[src/rtl/qs_pkg.sv]
package qs_pkg;
  typedef logic [2:0] motion_t;
  localparam motion_t MOT_NONE = 3'b000;
  localparam motion_t MOT_FWD  = 3'b001;
  localparam motion_t MOT_REV  = 3'b111;
  localparam motion_t MOT_DBL  = 3'b010;
endpackage

[src/rtl/qs_us_tick.sv]
module qs_us_tick #(
  parameter int CLK_PER_US = 125
) (
  input  logic clk,
  input  logic rst_n,
  input  logic run_i,
  input  logic restart_i,
  output logic tick_o
);
  localparam int CW = (CLK_PER_US > 1) ? $clog2(CLK_PER_US) : 1;

  logic [CW-1:0] cnt_q, cnt_d;

  always_comb begin
    tick_o = run_i && (cnt_q == CW'(CLK_PER_US - 1));
    cnt_d  = cnt_q;
    if (restart_i)   cnt_d = '0;
    else if (tick_o) cnt_d = '0;
    else if (run_i)  cnt_d = cnt_q + 1'b1;
  end

  always_ff @(posedge clk or negedge rst_n) begin
    if (!rst_n) cnt_q <= '0;
    else        cnt_q <= cnt_d;
  end
endmodule

[src/rtl/qs_timer.sv]
module qs_timer #(
  parameter int CLK_PER_US = 125,
  parameter int BASE_US    = 128,
  parameter int MAX_CODE   = 10,
  parameter int LEAD_W     = 9
) (
  input  logic              clk,
  input  logic              rst_n,
  input  logic              start_i,
  input  logic              stop_i,
  input  logic [3:0]        per_code_i,
  input  logic [LEAD_W-1:0] lead_i,
  output logic              run_o,
  output logic              restart_o,
  output logic              stopped_o,
  output logic              sample_o,
  output logic              led_win_o
);
  localparam int US_W = $clog2(BASE_US << MAX_CODE) + 1;

  logic            run_q, run_d, stopped_q, tick;
  logic [US_W-1:0] us_q, us_d, interval, lead_ext;
  logic [3:0]      code_c;

  assign restart_o = start_i && !stop_i;

  qs_us_tick #(.CLK_PER_US(CLK_PER_US)) u_tick (
    .clk(clk), .rst_n(rst_n), .run_i(run_q), .restart_i(restart_o), .tick_o(tick)
  );

  always_comb begin
    code_c   = (per_code_i > 4'(MAX_CODE)) ? 4'(MAX_CODE) : per_code_i;
    interval = US_W'(BASE_US) << code_c;
    lead_ext = US_W'(lead_i);
    sample_o = tick && (us_q >= interval - 1'b1);
    run_d    = run_q;
    if (stop_i)         run_d = 1'b0;
    else if (start_i)   run_d = 1'b1;
    us_d = us_q;
    if (restart_o)      us_d = '0;
    else if (sample_o)  us_d = '0;
    else if (tick)      us_d = us_q + 1'b1;
    led_win_o = run_q && ((lead_ext >= interval) || (us_q >= interval - lead_ext));
  end

  always_ff @(posedge clk or negedge rst_n) begin
    if (!rst_n) begin
      run_q     <= 1'b0;
      stopped_q <= 1'b0;
      us_q      <= '0;
    end else begin
      run_q     <= run_d;
      stopped_q <= stop_i;
      us_q      <= us_d;
    end
  end

  assign run_o     = run_q;
  assign stopped_o = stopped_q;

  p_stop_pulse_r9: assert property (@(posedge clk) disable iff (!rst_n)
    stop_i |=> (stopped_o && !run_o));
  p_sample_wrap_r1: assert property (@(posedge clk) disable iff (!rst_n)
    sample_o |=> (us_q == '0));
  p_led_off_after_r5: assert property (@(posedge clk) disable iff (!rst_n)
    (sample_o && (lead_ext < interval)) |=>
      (!led_win_o || !$stable(lead_i) || !$stable(per_code_i)));
endmodule

[src/rtl/qs_decode.sv]
module qs_decode
  import qs_pkg::*;
#(
  parameter int SYNC_STAGES = 2
) (
  input  logic    clk,
  input  logic    rst_n,
  input  logic    restart_i,
  input  logic    sample_i,
  input  logic    a_i,
  input  logic    b_i,
  output motion_t motion_o,
  output logic    rdy_o
);
  logic [SYNC_STAGES-1:0][1:0] sync_q, sync_d;
  logic [1:0] cur, prev_q, prev_d, step;
  logic       have_q, have_d, rdy_q, rdy_d;
  motion_t    mot_q, mot_d, code;

  function automatic logic [1:0] gray_pos(input logic [1:0] p);
    return {p[1], p[1] ^ p[0]};
  endfunction

  always_comb begin
    sync_d[0] = {a_i, b_i};
    for (int i = 1; i < SYNC_STAGES; i++) sync_d[i] = sync_q[i-1];
    cur  = sync_q[SYNC_STAGES-1];
    step = gray_pos(cur) - gray_pos(prev_q);
    case (step)
      2'd1:    code = MOT_FWD;
      2'd3:    code = MOT_REV;
      2'd2:    code = MOT_DBL;
      default: code = MOT_NONE;
    endcase
    prev_d = prev_q;
    have_d = have_q;
    mot_d  = mot_q;
    rdy_d  = 1'b0;
    if (restart_i) begin
      have_d = 1'b0;
    end else if (sample_i) begin
      prev_d = cur;
      have_d = 1'b1;
      if (have_q) begin
        rdy_d = 1'b1;
        mot_d = code;
      end
    end
  end

  always_ff @(posedge clk or negedge rst_n) begin
    if (!rst_n) begin
      sync_q <= '0;
      prev_q <= '0;
      have_q <= 1'b0;
      mot_q  <= MOT_NONE;
      rdy_q  <= 1'b0;
    end else begin
      sync_q <= sync_d;
      prev_q <= prev_d;
      have_q <= have_d;
      mot_q  <= mot_d;
      rdy_q  <= rdy_d;
    end
  end

  assign motion_o = mot_q;
  assign rdy_o    = rdy_q;

  p_first_quiet_r4: assert property (@(posedge clk) disable iff (!rst_n)
    (sample_i && !have_q && !restart_i) |=> !rdy_o);
  p_rdy_single_r3: assert property (@(posedge clk) disable iff (!rst_n)
    rdy_o |=> !rdy_o);
  p_hold_motion_r3: assert property (@(posedge clk) disable iff (!rst_n)
    !rdy_o |-> $stable(motion_o));
  p_double_code_r2: assert property (@(posedge clk) disable iff (!rst_n)
    (sample_i && have_q && !restart_i && ((cur ^ prev_q) == 2'b11)) |=> (motion_o == MOT_DBL));
endmodule

[src/rtl/quad_sampler.sv]
module quad_sampler
  import qs_pkg::*;
#(
  parameter int CLK_PER_US  = 125,
  parameter int BASE_US     = 128,
  parameter int MAX_CODE    = 10,
  parameter int LEAD_W      = 9,
  parameter int SYNC_STAGES = 2
) (
  input  logic              clk,
  input  logic              rst_n,
  input  logic              start_i,
  input  logic              stop_i,
  input  logic [3:0]        per_code_i,
  input  logic [LEAD_W-1:0] lead_us_i,
  input  logic              led_pol_i,
  input  logic              dbf_en_i,
  input  logic              phase_a_i,
  input  logic              phase_b_i,
  output logic [2:0]        motion_o,
  output logic              sample_rdy_o,
  output logic              stopped_o,
  output logic              led_o
);
  logic [1:0] rst_sync_q;
  logic       rs_n, run, restart, sample, led_win, led_act;
  motion_t    motion;

  always_ff @(posedge clk or negedge rst_n) begin
    if (!rst_n) rst_sync_q <= 2'b00;
    else        rst_sync_q <= {rst_sync_q[0], 1'b1};
  end
  assign rs_n = rst_sync_q[1];

  qs_timer #(
    .CLK_PER_US(CLK_PER_US), .BASE_US(BASE_US), .MAX_CODE(MAX_CODE), .LEAD_W(LEAD_W)
  ) u_timer (
    .clk(clk), .rst_n(rs_n), .start_i(start_i), .stop_i(stop_i),
    .per_code_i(per_code_i), .lead_i(lead_us_i), .run_o(run),
    .restart_o(restart), .stopped_o(stopped_o), .sample_o(sample), .led_win_o(led_win)
  );

  qs_decode #(.SYNC_STAGES(SYNC_STAGES)) u_decode (
    .clk(clk), .rst_n(rs_n), .restart_i(restart), .sample_i(sample),
    .a_i(phase_a_i), .b_i(phase_b_i), .motion_o(motion), .rdy_o(sample_rdy_o)
  );

  assign motion_o = motion;
  assign led_act  = led_win || (run && dbf_en_i);
  assign led_o    = led_pol_i ? led_act : !led_act;

  p_dbf_led_on_r8: assert property (@(posedge clk) disable iff (!rs_n)
    (run && dbf_en_i) |-> (led_o == led_pol_i));
  p_idle_dark_r9: assert property (@(posedge clk) disable iff (!rs_n)
    !run |-> (led_o != led_pol_i));
endmodule

[config.mk]
export PLATFORM = sky130hd
export DESIGN_NAME = quad_sampler
export DESIGN_NICKNAME = d
export VERILOG_FILES = /design/src/rtl/qs_pkg.sv /design/src/rtl/qs_us_tick.sv /design/src/rtl/qs_timer.sv /design/src/rtl/qs_decode.sv /design/src/rtl/quad_sampler.sv
export SDC_FILE = /design/constraint.sdc
export NUM_CORES = 1
export LEC_CHECK = 0
export ABC_CLOCK_PERIOD_IN_PS = 5200
export BUFFER_PORTS_ARGS = -buffer_cell sky130_fd_sc_hd__buf_2
export CORE_ASPECT_RATIO = 0.6
export CORE_MARGIN = 2
export CORE_UTILIZATION = 61
export CTS_CLUSTER_DIAMETER = 150
export DETAILED_ROUTE_END_ITERATION = 7
export GPL_TIMING_DRIVEN = 0
export PLACE_DENSITY_LB_ADDON = 0.3
export REMOVE_ABC_BUFFERS = 1
export SLEW_MARGIN = 10
export SYNTH_ARGS = -nofsm -noshare
export SYNTH_HDL_FRONTEND = slang
export SYNTH_SLANG_ARGS = --single-unit
[constraint.sdc]
create_clock -name clk -period 5.2 [get_ports clk]
set_clock_uncertainty 0.2 [all_clocks]
set_input_delay 0.52 -clock clk [delete_from_list [all_inputs] [get_ports clk]]
set_output_delay 0.52 -clock clk [all_outputs]
set_load 0.02 [all_outputs]
-- After elaboration in Yosys (flattened, before gate mapping)
Index checks and enable logic that the tools add are counted.
W data, S select, Z words.
- ROM bits: 0
- memories kept: 0
- memory bits (writable): 0
- bits in latches: 0
- logic and storage cells: 59
- output and inout port bits: 6
- input bits: 21
- register bits after elaboration: 40
- add/sub/neg operators: 5
- shift-type cells: 1
- multiply operators: 0
- equality and inequality tests: 4
- div/mod/pow operators: 0
- bitwise logic cells: 3
- order comparisons: 4
- reductions and logical operators: 15
- muxes and demuxes: 16
- operators by type and width (cell ; count):
    $mux W18 ; 3
    $ge A18 B18 Y1 ; 2
    $mux W7 ; 3
    $add A18 B1 Y18 const B ; 1
    $ge A9 B18 Y1 ; 1
    $shl A8 B4 Y18 const A ; 1
    $sub A18 B1 Y18 const B ; 1
    $sub A18 B9 Y18 ; 1
    $pmux W3 S3 ; 1
    $mux W1 ; 8
    $add A7 B1 Y7 const B ; 1
    $eq A7 B7 Y1 const B ; 1
    $reduce_bool A3 Y1 ; 2
    $logic_and A1 B1 Y1 ; 5
    $eq A2 B2 Y1 const B ; 2
    $gt A4 B4 Y1 const B ; 1
    $mux W4 ; 1
    $reduce_bool A2 Y1 ; 2
    $reduce_and A3 Y1 ; 1
    $eq A2 B1 Y1 const B ; 1
    $logic_not A1 Y1 ; 2
    $logic_or A1 B1 Y1 ; 2
    $reduce_and A2 Y1 ; 1
    $sub A2 B2 Y2 ; 1
    2 further kinds ; 3

-- Logic depth before layout (Yosys ltp)
- depth in word-level cells: 10
- mapped depth: 16
- depth with buffers taken out: 15

-- Cells and area by module
From an unflattened synthesis, not the netlist that was laid out.
- cell total of the unflattened synthesis: 363
- area total of the unflattened synthesis: 3173.0 um2
- modules (own cells, without submodules) (module ; seq. area each (um2) ; instances ; cells each ; area an instance (um2)):
    qs_timer ; 500.5 ; 1 ; 286 ; 2272.2
    qs_decode ; 275.3 ; 1 ; 29 ; 421.7
    qs_us_tick ; 175.2 ; 1 ; 43 ; 407.9
    quad_sampler ; 50.0 ; 1 ; 5 ; 71.3

-- Worst setup path before layout
No wires, ideal clock.
- path type: input-to-output
- from: in per_code_i[3]
- to: out led_o
- required time: 4.480 ns
- arrival: 3.702 ns
- setup slack: 0.778 ns
- stages: 16
- path buffers: 1
- path through: clkbuf_1 nor3_1 nand2b_1 inv_1 ha_1 nor4b_1 a21o_1 a21oi_1 a21boi_0 a41oi_1 ha_1 o21ai_0 o21ai_0 o211ai_1 and3_1 a211oi_1
- word-level cells in the longest chain between the ends: 10
- elaborated cells between the ends (all ways): 11
- classes of those cells: add/sub (1); order compare (3); shift (1); mux (2); reduce/logical (4)
- ends and longest elaborated chain (what ; line ; source):
    start: declaration ; quad_sampler.sv:14 ; input logic [3:0] per_code_i,
    $gt A4 B4 Y1 ; qs_timer.sv:32 ; code_c = (per_code_i > 4'(MAX_CODE)) ? 4'(MAX_CODE) : per_code_i;
    $mux W4 (*) ; qs_timer.sv:32 ;
    $shl A8 B4 Y18 (*) ; qs_timer.sv:33 ; interval = US_W'(BASE_US) << code_c;
    $sub A18 B9 Y18 ; qs_timer.sv:43 ; led_win_o = run_q && ((lead_ext >= interval) || (us_q >= interval - lead_ext));
    $ge A18 B18 Y1 ; qs_timer.sv:43 ;
    $logic_or A1 B1 Y1 (*) ; qs_timer.sv:43 ;
    $logic_and A1 B1 Y1 (*) ; qs_timer.sv:43 ;
    $logic_or A1 B1 Y1 (*) ; quad_sampler.sv:49 ; assign led_act = led_win || (run && dbf_en_i);
    $logic_not A1 Y1 ; quad_sampler.sv:50 ; assign led_o = led_pol_i ? led_act : !led_act;
    $mux W1 (*) ; quad_sampler.sv:50 ;
    end: declaration ; quad_sampler.sv:23 ; output logic led_o
Mark *: on every way between the ends. The rest lies on a longest branch, timed or not.

-- Worst setup path after layout
Same ends and word-level chain as after synthesis.

==> flow_summary.toml <==
[placement]
globalplace.congestion = 0.892
io_buffers = 26
hpwl_um = 5400
placed_area_um2 = 3420

[clocking]
clk_latency_ps = 290
cts_buffers = 5
cts_root_buf = "clkbuf_8"
clk_path_buf_depth = 2
clock_sinks = 40
h-tree-depth = 2
clk_transition_reported_paths_ps = 80
cts_tree = "built"

[yosys]
yosysUniqueCellTypes = 53
ys_ff_latch = 40
synthArstFlopShare_pct = 100
avgSynthCellArea_um2 = 9.21
synth_warnings = 0
synth_edf_count = 0
syn_area_um2 = 3250
synthFlopType = "dfrtp_1"
synth_cells = 353
yosysSeqAreaShare_pct = 30.8

[cells_and_area]
utilization_pct = 69.2
antennaDiodeCount = 0
drive_above_1_share_pct = 16.4
layout_common_cells = "dfrtp_1, ha_1, nand2_1, nor2_1, buf_2"
layout_commonest_cell = "dfrtp_1"
syn2layout_area_growth_pct = 8.58
final_area_um2 = 3530
nNetsFinal = 434
fill_cells = 410

[power_and_ir_drop]
p_clk_share_pct = 31.3
irDropWorstVdd_mv = 0.161
p_int_uw = 455
seqPwrFrac_pct = 52.4
swShare_pct = 28.8
pwr_density_cell_nw_per_um2 = 181
p_leak_uw = 0.00167
combPwrFrac_pct = 16.3
p_sw_uw = 184

[global_route]
grt_pass1_vias = 2530
track_usage_pct = 25.6
grt_max_degree = 39
gr-total-overflow = 0
grt_pass1_wl_um = 12000
antenna_found_initial = 0

[worst_setup_path]
crit_type = "primary input to primary output"
end_kind = "primary output"
start_kind = "primary input"
crit_arrival_ps = 4040
crit_fanout = 17
required_ps = 4480

[routing]
drc = 0
wl_met2_um = 2850
vias_per_cell = 6.32
finalWirelength_um = 7030
vias = 2800
drt-met1-wl_um = 3480
top_layer = "met4"
drtIter0Drc = 206
met3_length_um = 631
postRouteAntennaNets = 0
wl_per_cell_um = 15.9
dr.pass1.iters = 5

[sta]
tns_ps = 0
tightest_slew_ps = 966
slew_viol_final = 0
setup_viol = 0
max_slew_margin_pct = 35.6
fin_crit_sh_pct = 91.6
rsz0062_at_grt = "false"
max_freq_mhz = 210
final_hold_viol_count = 0
min_period_ps = 4760

[floorplan]
rows = 20
die_h_um = 60.6
io_pins = 27
die_x_um = 98.3
start_util_pct = 63.7
die_area_um2 = 5950
core_um2 = 5100

[min_path]
hold_class = "primary input to flip-flop"

[flow_run]
max-cap-violations = 0

[status]
status = "completed"
## layer usage
metal  track usage [%]  up-vias
met5                 0        -
met3              5.30       10
met2              36.4      111
li1                  -     1358
met4              7.44        0
met1              39.7     1321
## metrics by stage
stage | setup slack [ps] | cells | power (µW) | hold slack, ps
after floorplan | 955 | 341 | 403 | 24.4
after global placement | 328 | 433 | 436 | 105
after detailed placement | 309 | 434 | 442 | 110
after CTS | 320 | 443 | 643 | 123
after global routing | 118 | 443 | 676 | 115
final | 436 | 443 | 639 | 134
## power groups by stage
stage          logic, µW  registers [µW]  clock network [µW]
5_1_grt              117             338                 221
6_report             104             335                 200
3_3_place_gp        95.6             341                   0
3_5_place_dp         101             341                   0
4_1_cts              103             335                 205
2_1_floorplan       65.1             338                   0
## final cells by class
cell class              count  area, µm²  share of cell area [%]
multi-input cells         282       2130                    60.4
clock inverters             3       18.8                   0.532
inverters                  19       71.3                    2.02
repair buffers             28        155                    4.39
clock buffers               5       68.8                    1.95
well taps                  66       82.6                    2.34
flip-flops and latches     40       1000                    28.4
## cells by family after synthesis
kind of cell | after synthesis | share of synthesized area [%]
compound gates | 79 | 16.7
xor+xnor | 27 | 7.27
fa+ha+maj | 37 | 14.2
buf+inv | 31 | 4.04
flops | 40 | 30.8
mux | 7 | 2.27
other cells | 1 | 0.115
simple gates | 131 | 24.6
## synthesized netlist by cell type (all sizes together) (3+ instances only)
master / number / share of area [%]
mux2i: 4 / 1.2
o211ai: 3 / 0.69
dfrtp: 40 / 31
a211oi: 8 / 1.8
nand4: 10 / 2.8
nor4: 6 / 2.0
nand2b: 3 / 0.58
and4: 4 / 1.1
nor2: 26 / 3.0
and3: 3 / 0.58
nor3b: 3 / 0.69
o2111ai: 5 / 1.3
clkbuf: 9 / 1.0
nand3: 9 / 1.4
and2: 3 / 0.58
nand2: 27 / 3.1
o21ai: 20 / 3.2
or2: 3 / 0.58
nor4b: 3 / 0.81
buf: 3 / 0.81
a21oi: 16 / 2.5
xor2: 13 / 3.5
ha: 37 / 14
o21ba: 3 / 0.92
nor3: 21 / 5.2
o31ai: 4 / 0.92
mux2: 3 / 1.0
xnor2: 14 / 3.8
o21a: 3 / 0.69
or3: 5 / 0.96
a31oi: 4 / 0.77
inv: 19 / 2.2
## final timing paths
kind                                              start                             endpoint  slack (ps)  cells after the start
hold reg to reg                 rst_sync_q[1]$_DFF_PN0_         u_timer.us_q[14]$_DFFE_PN0P_         150                      0
hold / removal                                phase_b_i         u_decode.sync_d[2]$_DFF_PN0_         130                      1
max in group asynchronous       rst_sync_q[1]$_DFF_PN0_  u_timer.u_tick.cnt_q[5]$_DFFE_PN0P_        4140                      0
min in group asynchronous       rst_sync_q[1]$_DFF_PN0_         u_timer.us_q[14]$_DFFE_PN0P_         150                      0
setup / recovery                          per_code_i[3]                                led_o         440                     17
setup reg to reg           u_timer.us_q[15]$_DFFE_PN0P_     u_decode.motion_o[1]$_DFFE_PN0P_        2440                      6
## worst max-delay path: stages
cell	delay (ps)
buf_2	200
nor3_1	480
nand2b_1	140
inv_1	130
ha_1	270
nor4b_1	160
a21o_1	190
a21oi_2	330
a21boi_0	240
a41oi_1	80
ha_1	320
o21ai_0	70
o21ai_0	160
o211ai_1	150
and3_1	210
a211oi_1	210
buf_2	200
## repair_timing
action,CTS,global route
hold endpoints to repair,2,0
endpoints found under the setup margin,0,1
hold buffers,1,0
gates resized for setup,0,1
setup buffers,0,0
## registers in the layout, indices dropped and copies added (netlist names)
signal                cells
u_decode.sync_d           2
u_decode.rdy_o            1
u_decode.prev_q           2
u_decode.motion_o         3
u_timer.run_o             1
u_decode.cur              2
u_timer.u_tick.cnt_q      7
u_timer.stopped_o         1
rst_sync_q                2
u_timer.us_q             18
u_decode.have_q           1
Note: power is estimated with default switching activity, not from simulation.
